$ cat src/rtl/bwm_pkg.sv
`timescale 1ns/1ps
package bwm_pkg;
  localparam int BYTE_W_DEF = 9;
  localparam int LANES_DEF  = 4;
  localparam int IDX_W      = $clog2(LANES_DEF);

  typedef enum logic [1:0] {
    MODE_LONG = 2'd0,
    MODE_WORD = 2'd1,
    MODE_BYTE = 2'd2
  } widthMode_t;

  typedef struct packed {
    widthMode_t       mode;
    logic             bigEnd;
    logic [IDX_W-1:0] pieceIdx;
  } dpCtrl_t;
endpackage

$ cat src/rtl/bwm_ctrl.sv
`timescale 1ns/1ps
module bwm_ctrl
  import bwm_pkg::*;
#(
  parameter int LANES = LANES_DEF
) (
  input  logic    clk,
  input  logic    rstN,
  input  logic    endianSel,
  input  logic    narrowSel,
  input  logic    sizeSel,
  input  logic    selN,
  input  logic    rdEn,
  input  logic    fifoValid,
  output logic    fifoPop,
  output dpCtrl_t dpCtrl
);
  localparam int WORD_LANES = LANES / 2;

  logic             bigEndQ;
  logic [IDX_W-1:0] pieceQ;
  logic [IDX_W-1:0] lastIdx;
  widthMode_t       mode;
  logic             accept;
  logic             lastPiece;

  always_comb begin
    if (!narrowSel)   mode = MODE_LONG;
    else if (sizeSel) mode = MODE_BYTE;
    else              mode = MODE_WORD;
  end

  always_comb begin
    unique case (mode)
      MODE_BYTE: lastIdx = IDX_W'(LANES - 1);
      MODE_WORD: lastIdx = IDX_W'(WORD_LANES - 1);
      default:   lastIdx = '0;
    endcase
  end

  assign accept    = !selN && rdEn && fifoValid;
  assign lastPiece = (pieceQ == lastIdx);
  assign fifoPop   = accept && lastPiece;

  // Endian order is captured on every edge while reset is held.
  always_ff @(posedge clk) begin
    if (!rstN) bigEndQ <= endianSel;
  end

  always_ff @(posedge clk) begin
    if (!rstN)          pieceQ <= '0;
    else if (accept) begin
      if (lastPiece)    pieceQ <= '0;
      else              pieceQ <= pieceQ + IDX_W'(1);
    end
  end

  assign dpCtrl.mode     = mode;
  assign dpCtrl.bigEnd   = bigEndQ;
  assign dpCtrl.pieceIdx = pieceQ;
endmodule

$ cat src/rtl/bwm_datapath.sv
`timescale 1ns/1ps
module bwm_datapath
  import bwm_pkg::*;
#(
  parameter  int BYTE_W = BYTE_W_DEF,
  parameter  int LANES  = LANES_DEF,
  localparam int LONG_W = BYTE_W * LANES
) (
  input  logic [LONG_W-1:0] fifoData,
  input  dpCtrl_t           dpCtrl,
  output logic [LONG_W-1:0] outData
);
  localparam int WORD_W     = 2 * BYTE_W;
  localparam int WORD_LANES = LANES / 2;
  localparam int WIDX_W     = $clog2(WORD_LANES);

  logic [BYTE_W-1:0] byteLane [LANES];
  logic [WORD_W-1:0] wordLane [WORD_LANES];
  logic [IDX_W-1:0]  byteSel;
  logic [WIDX_W-1:0] wordSel;

  for (genvar g = 0; g < LANES; g++) begin : g_byte
    assign byteLane[g] = fifoData[g*BYTE_W +: BYTE_W];
  end

  for (genvar h = 0; h < WORD_LANES; h++) begin : g_word
    assign wordLane[h] = fifoData[h*WORD_W +: WORD_W];
  end

  always_comb begin
    if (dpCtrl.bigEnd) begin
      byteSel = IDX_W'(LANES - 1) - dpCtrl.pieceIdx;
      wordSel = WIDX_W'(WORD_LANES - 1) - dpCtrl.pieceIdx[WIDX_W-1:0];
    end else begin
      byteSel = dpCtrl.pieceIdx;
      wordSel = dpCtrl.pieceIdx[WIDX_W-1:0];
    end
  end

  always_comb begin
    unique case (dpCtrl.mode)
      MODE_BYTE: outData = LONG_W'(byteLane[byteSel]);
      MODE_WORD: outData = LONG_W'(wordLane[wordSel]);
      default:   outData = fifoData;
    endcase
  end
endmodule

$ cat src/rtl/busWidthMatcher.sv
`timescale 1ns/1ps
module busWidthMatcher
  import bwm_pkg::*;
#(
  parameter  int BYTE_W = BYTE_W_DEF,
  parameter  int LANES  = LANES_DEF,
  localparam int LONG_W = BYTE_W * LANES
) (
  input  logic              clk,
  input  logic              rstN,
  input  logic              endianSel,
  input  logic              narrowSel,
  input  logic              sizeSel,
  input  logic              selN,
  input  logic              rdEn,
  input  logic [LONG_W-1:0] fifoData,
  input  logic              fifoValid,
  output logic              fifoPop,
  output logic [LONG_W-1:0] outData,
  output logic              outValid
);
  dpCtrl_t dpCtrl;

  bwm_ctrl #(.LANES(LANES)) ctrl (
    .clk(clk), .rstN(rstN), .endianSel(endianSel),
    .narrowSel(narrowSel), .sizeSel(sizeSel),
    .selN(selN), .rdEn(rdEn), .fifoValid(fifoValid),
    .fifoPop(fifoPop), .dpCtrl(dpCtrl)
  );

  bwm_datapath #(.BYTE_W(BYTE_W), .LANES(LANES)) dp (
    .fifoData(fifoData), .dpCtrl(dpCtrl), .outData(outData)
  );

  assign outValid = fifoValid;
endmodule

$ cat config.mk
export PLATFORM = sky130hd
export DESIGN_NAME = busWidthMatcher
export DESIGN_NICKNAME = d
export VERILOG_FILES = /design/src/rtl/bwm_pkg.sv /design/src/rtl/bwm_ctrl.sv /design/src/rtl/bwm_datapath.sv /design/src/rtl/busWidthMatcher.sv
export SDC_FILE = /design/constraint.sdc
export NUM_CORES = 1
export LEC_CHECK = 0
export BUFFER_PORTS_ARGS = -buffer_cell sky130_fd_sc_hd__buf_2
export CORE_ASPECT_RATIO = 2
export CORE_MARGIN = 2
export CORE_UTILIZATION = 49
export CTS_CLUSTER_DIAMETER = 40
export DETAILED_ROUTE_END_ITERATION = 10
export PLACE_DENSITY = 0.87
export SYNTH_ARGS = -nofsm -noshare
export SYNTH_HDL_FRONTEND = slang
export SYNTH_SLANG_ARGS = --single-unit
$ cat constraint.sdc
create_clock -name clk -period 3.9 [get_ports clk]
set_clock_uncertainty 0.15 [all_clocks]
set_input_delay 0.78 -clock clk [delete_from_list [all_inputs] [get_ports clk]]
set_output_delay 0.78 -clock clk [all_outputs]
set_load 0.1 [all_outputs]
==> impl_metrics.ini, run 1 <==
[run_status]
status = finished clean

[setup_path]
required_ps = 2970
reg2reg_depth = 4
worstPathMaxFanout = 21
critPathMaxStageDelay_ps = 730
path_delay_family = buffers and inverters
cp-end-kind = output pin
cp.arrival_ps = 2490
crit_buf_inv = 2
path_depth = 6
worstSetupPathType = register to output pin
crit_slowest_cell = edfxtp_1
startpoint_type = register
path_cells = buf_4 > nand2_1 > mux4_2 > a31oi_1 > a211o_1 > buf_2

[routing]
detail_route.first_pass.iterations = 4
routed_wl_um = 4800
via_per_inst = 6.35
wl_met1_um = 1680
postRouteAntennaNets = 0
top_layer_used = met4
drt_iter0_markers = 82
wire_per_inst_um = 16.2
post-route-drc-count = 0
met2WireLength_um = 2720
wl_met3_um = 264
vias = 1886

[finish]
nNetsFinal = 312
fillers = 220
drive_gt1_share_pct = 39.7
area.growth.synth_to_final_pct = 42.7
final_area_um2 = 2130
diodes = 0

[yosys]
synth_cells = 197
synth_top_area_share_pct = 13.6
synthTopCellsByArea = mux4_2, a31oi_1, nor2b_1
async_flop_share_pct = 0
synthFlopType = dfxtp_1
synth-seq-area-share_pct = 4.69
yosys_warnings = 0
netlist_area_um2 = 1490
synth_top_cell_by_area = mux4_2
syn_nets = 241
synth_edf_count = 1
ys_types = 30
synth_seq_cells = 3
avgSynthCellArea_um2 = 7.58

[floorplan]
rows = 28
die_h_um = 82.1
core_um2 = 2940
initial_core_util_pct = 50.8
dieArea_um2 = 3530
ios = 82
die_w_um = 43.0

[power]
p_clk_share_pct = 15.4
p_per_area_nw_per_um2 = 287
power_switching_uw = 356
intPower_uw = 257
p_leak_uw = 0.000927
swShare_pct = 58.1
p_comb_share_pct = 77.8
seqPwrFrac_pct = 6.8
peakVddDrop_v = 0.000244

[placed_design]
post-dp-hpwl_um = 3510
placed_area_um2 = 2090
portBuffers = 81
gp_congestion = 0.839

[sta]
hold_viol = 0
fmax_mhz = 292
worst_slew_pin_slew_ps = 707
fin_crit_ps = 3420
slew_violations = 0
rsz0062_at_grt = no
fin_setup_tns_ps = 0
relSlewSlack_pct = 52.8
timing.final.crit_share_pct = 87.8
setup_viol = 0

[grt]
grt_pass1_wl_um = 7420
grt_overflow = 0
grt_max_degree = 41
antenna_found_initial = 0
first_global_vias = 1723
grt_usage_pct = 26.8

[clock_network]
clk_root_buffer_cell = clkbuf_8
cts_tree = yes
htree_levels = 1
clockBufferDepth = 2
clock_latency_ps = 220
cts_made_buffers = 3
postCtsResizedCells = 0
cts_sinks = 3
path_clk_slew_ps = 30
cts_hold_buf = 0
postCtsSetupBuffers = 0

[worst_hold_path]
hold_path.class = primary input to register
whs_path_depth = 1

[flow_run]
drv_cap = 0
-- registers in the layout, indices dropped and copies added (netlist names) --
register      cells
ctrl.bigEndQ      1
ctrl.pieceQ       2
-- final cells by class --
| type | instances | area, um2 | share of cell area, % |
|---|---|---|---|
| inverter | 3 | 11.3 | 0.528 |
| timing repair buffer | 90 | 713 | 33.5 |
| clock buffer | 4 | 45.0 | 2.11 |
| sequential | 3 | 71.3 | 3.35 |
| multi-input combinational | 167 | 1250 | 58.8 |
| tap | 30 | 37.5 | 1.76 |
-- routing by layer --
layer  vias up  track usage (%)
met2        95             49.1
met4         0             15.2
met3        16             3.74
li1        895                -
met5         -                0
met1       880             28.4
-- cells in the mapped netlist, types with 2 or more instances --
master     n
buf_2      7
buf_4      4
nor3_1     3
nor4bb_1   9
a21oi_1    9
a31oi_1   28
mux4_2     9
nor4b_1    9
nand2b_1  17
a211o_1    8
a221o_1    2
clkbuf_1   6
buf_6      6
nand3_1    7
nand2_1   27
nor2b_1   19
dfxtp_1    2
a22o_1     9
inv_1      3
nor2_1     3
-- cell families (layout without fill, tap and decap cells) --
group	after synthesis	count (layout)	share of synthesized area (%)
buf+inv	27	97	11.4
mux	9	9	13.6
xor+xnor	3	3	4.27
compound gates	57	57	26.4
simple gates	98	98	39.7
flops	3	3	4.69
-- layout by cell type (no fill, tap or decap), types with 7 or more instances in the layout --
cell,n
a211o_1,8
a21oi_1,9
a22o_1,9
a31oi_1,28
buf_12,16
buf_2,65
buf_4,9
mux4_2,9
nand2_1,27
nand2b_1,17
nand3_1,7
nor2b_1,19
nor4b_1,9
nor4bb_1,9
-- final timing paths --
path / startpoint / slack (ps) / endpoint
hold reg to reg: ctrl.pieceQ[1]$_SDFFE_PN0P_ / 630 / ctrl.pieceQ[1]$_SDFFE_PN0P_
hold / removal: endianSel / 600 / ctrl.bigEndQ$_DFFE_PN_
setup / recovery: ctrl.bigEndQ$_DFFE_PN_ / 480 / outData[6]
setup reg to reg: ctrl.pieceQ[0]$_SDFFE_PN0P_ / 2060 / ctrl.pieceQ[1]$_SDFFE_PN0P_
-- per-stage QoR --
step,utilization (%),cells,total power (uW),setup slack (ps),hold WS (ps)
after CTS,72.4,297,614,472,592
final,72.4,297,613,476,596
after detailed placement,70.9,293,517,715,592
after floorplan,-,197,381,261,559
after global placement,70.9,293,511,787,570
after global routing,72.4,297,636,328,591
-- power by group through the flow --
stage          Clock (uW)  Sequential (uW)  Combinational (uW)
3_3_place_gp            0             41.7                 469
2_1_floorplan           0             34.9                 346
5_1_grt              99.0             42.4                 495
4_1_cts              96.1             41.6                 476
6_report             94.5             41.5                 477
3_5_place_dp            0             42.0                 475
Note: power is estimated with default switching activity, not from simulation.
==> run 2, diff against run 1 <==
Settings changed: CORE_UTILIZATION 49 to 46, MAX_ROUTING_LAYER set to met4, PLACE_DENSITY 0.87 to 0.82.
Clock period 3.9 ns to 3.43 ns, I/O delays scaled along.
==> run 2 against run 1 <==
Against the previous run:
- non-clock buffer count decreased by 2
- count of clock-buffer cells in the layout unchanged
- sequential power increased by 4%
- cell count fell by 0.34%
- global-route usage grew 2.4 points
- sequential cell count did not move
- utilization shrank 3.1 points
- register-to-register slack got worse by 190 ps
- critical path depth fell by 2
- sequential share of layout area hardly changed
- critical endpoint is now outData[0]
==> impl_metrics.ini, run 2 (synthesized netlist as in run 1, its figures left out) <==
[floorplan]
rows = 29
die_w_um = 44.3
die_h_um = 84.6
core_um2 = 3120
initial_core_util_pct = 47.9
ios = 82
dieArea_um2 = 3750

[finish]
largest_reg_flops = 2
post-route-util_pct = 69.3
drive_gt1_share_pct = 39.6
top_register = ctrl.pieceQ
mostFrequentLayoutCell = buf_2
diodes = 0
fillers = 256
area.growth.synth_to_final_pct = 44.8
mostFrequentLayoutCells = buf_2, a31oi_1, nand2_1, nor2b_1, buf_12
final_area_um2 = 2160
reg_top3 = ctrl.pieceQ: 2 flops, ctrl.bigEndQ: 1 flops
nNetsFinal = 310

[sta]
hold_slack_ps = 493
worst_slew_pin_slew_ps = 898
rsz0062_at_grt = no
setup_viol = 0
relSlewSlack_pct = 39.7
fin_crit_ps = 3200
fin_setup_tns_ps = 0
timing.final.crit_share_pct = 93.4
hold_viol = 0
fmax_mhz = 312
slew_violations = 0

[placed_design]
placed_area_um2 = 2120
gp_congestion = 0.901
post-dp-hpwl_um = 3790
portBuffers = 81

[routing]
drt_iter0_markers = 84
via_per_inst = 6.40
wire_per_inst_um = 17.1
postRouteAntennaNets = 0
detail_route.first_pass.iterations = 4
post-route-drc-count = 0
routed_wl_um = 5070
vias = 1895

[clock_network]
cts_hold_buf = 0
clock_latency_ps = 220
cts_sinks = 3
cts_tree = yes
clk_root_buffer_cell = clkbuf_8
postCtsSetupBuffers = 0
clockBufferDepth = 2
postCtsResizedCells = 0
cts_made_buffers = 3
htree_levels = 1
path_clk_slew_ps = 30

[setup_path]
cp.arrival_ps = 2370
startpoint_type = register
worstSetupPathType = register to output pin
cp-end-kind = output pin
required_ps = 2590
worstPathMaxFanout = 21

[grt]
grt_overflow = 0
grt_pass1_wl_um = 8270
grt_usage_pct = 29.2
antenna_found_initial = 0
grt_max_degree = 75
first_global_vias = 1792

[flow_run]
drv_cap = 0

[power]
peakVddDrop_v = 0.000318
p_leak_uw = 0.000932
p_per_area_nw_per_um2 = 327
power.total_uw = 707

[run_status]
status = finished clean

[worst_hold_path]
hold_path.class = primary input to register
-- run 2: worst max-delay path, cell delays in order (launching register included) --
cell and delay (ps):
dfxtp_2 690, xor2_4 200, o21ai_1 740, a221o_1 330
buf_12 180
-- run 2: path summary, 6_finish.rpt --
path / startpoint / to / slack (ps) / depth (start not counted)
min reg2reg: ctrl.pieceQ[0]$_SDFFE_PN0P_ / ctrl.pieceQ[0]$_SDFFE_PN0P_ / 670 / 2
min: endianSel / ctrl.bigEndQ$_DFFE_PN_ / 490 / 1
max: ctrl.pieceQ[0]$_SDFFE_PN0P_ / outData[0] / 230 / 4
max reg2reg: ctrl.pieceQ[0]$_SDFFE_PN0P_ / ctrl.pieceQ[1]$_SDFFE_PN0P_ / 1870 / 3
-- run 2: area by class of cell --
type	count	area, um2	share of cell area (%)
multi-input cells	167	1260	58.1
repair buffers	88	741	34.2
flip-flops and latches	3	71.3	3.30
clock buffers	4	45.0	2.08
well taps	31	38.8	1.79
inverters	3	11.3	0.521
-- run 2: per-stage QoR --
| step | std cells | setup slack [ps] |
|---|---|---|
| final | 296 | 225 |
| after global routing | 296 | 90.7 |
| after CTS | 296 | 235 |
| after detailed placement | 292 | 431 |
| after global placement | 292 | 464 |
| after floorplan | 197 | 164 |
-- run 2: report_power, final --
group	total, uW	switching [uW]	internal [uW]
Combinational	559	377	183
Clock	104	24.9	79.4
Sequential	43.1	4.41	38.7
Total	707	406	301
-- run 2: per-layer routing --
layer | track usage [%] | up-vias | routed length [um]
li1 | - | 891 | -
met1 | 32.8 | 879 | 1700
met4 | 12.4 | 0 | 161
met2 | 50.4 | 109 | 2860
met5 | - | - | 0
met3 | 2.37 | 16 | 346
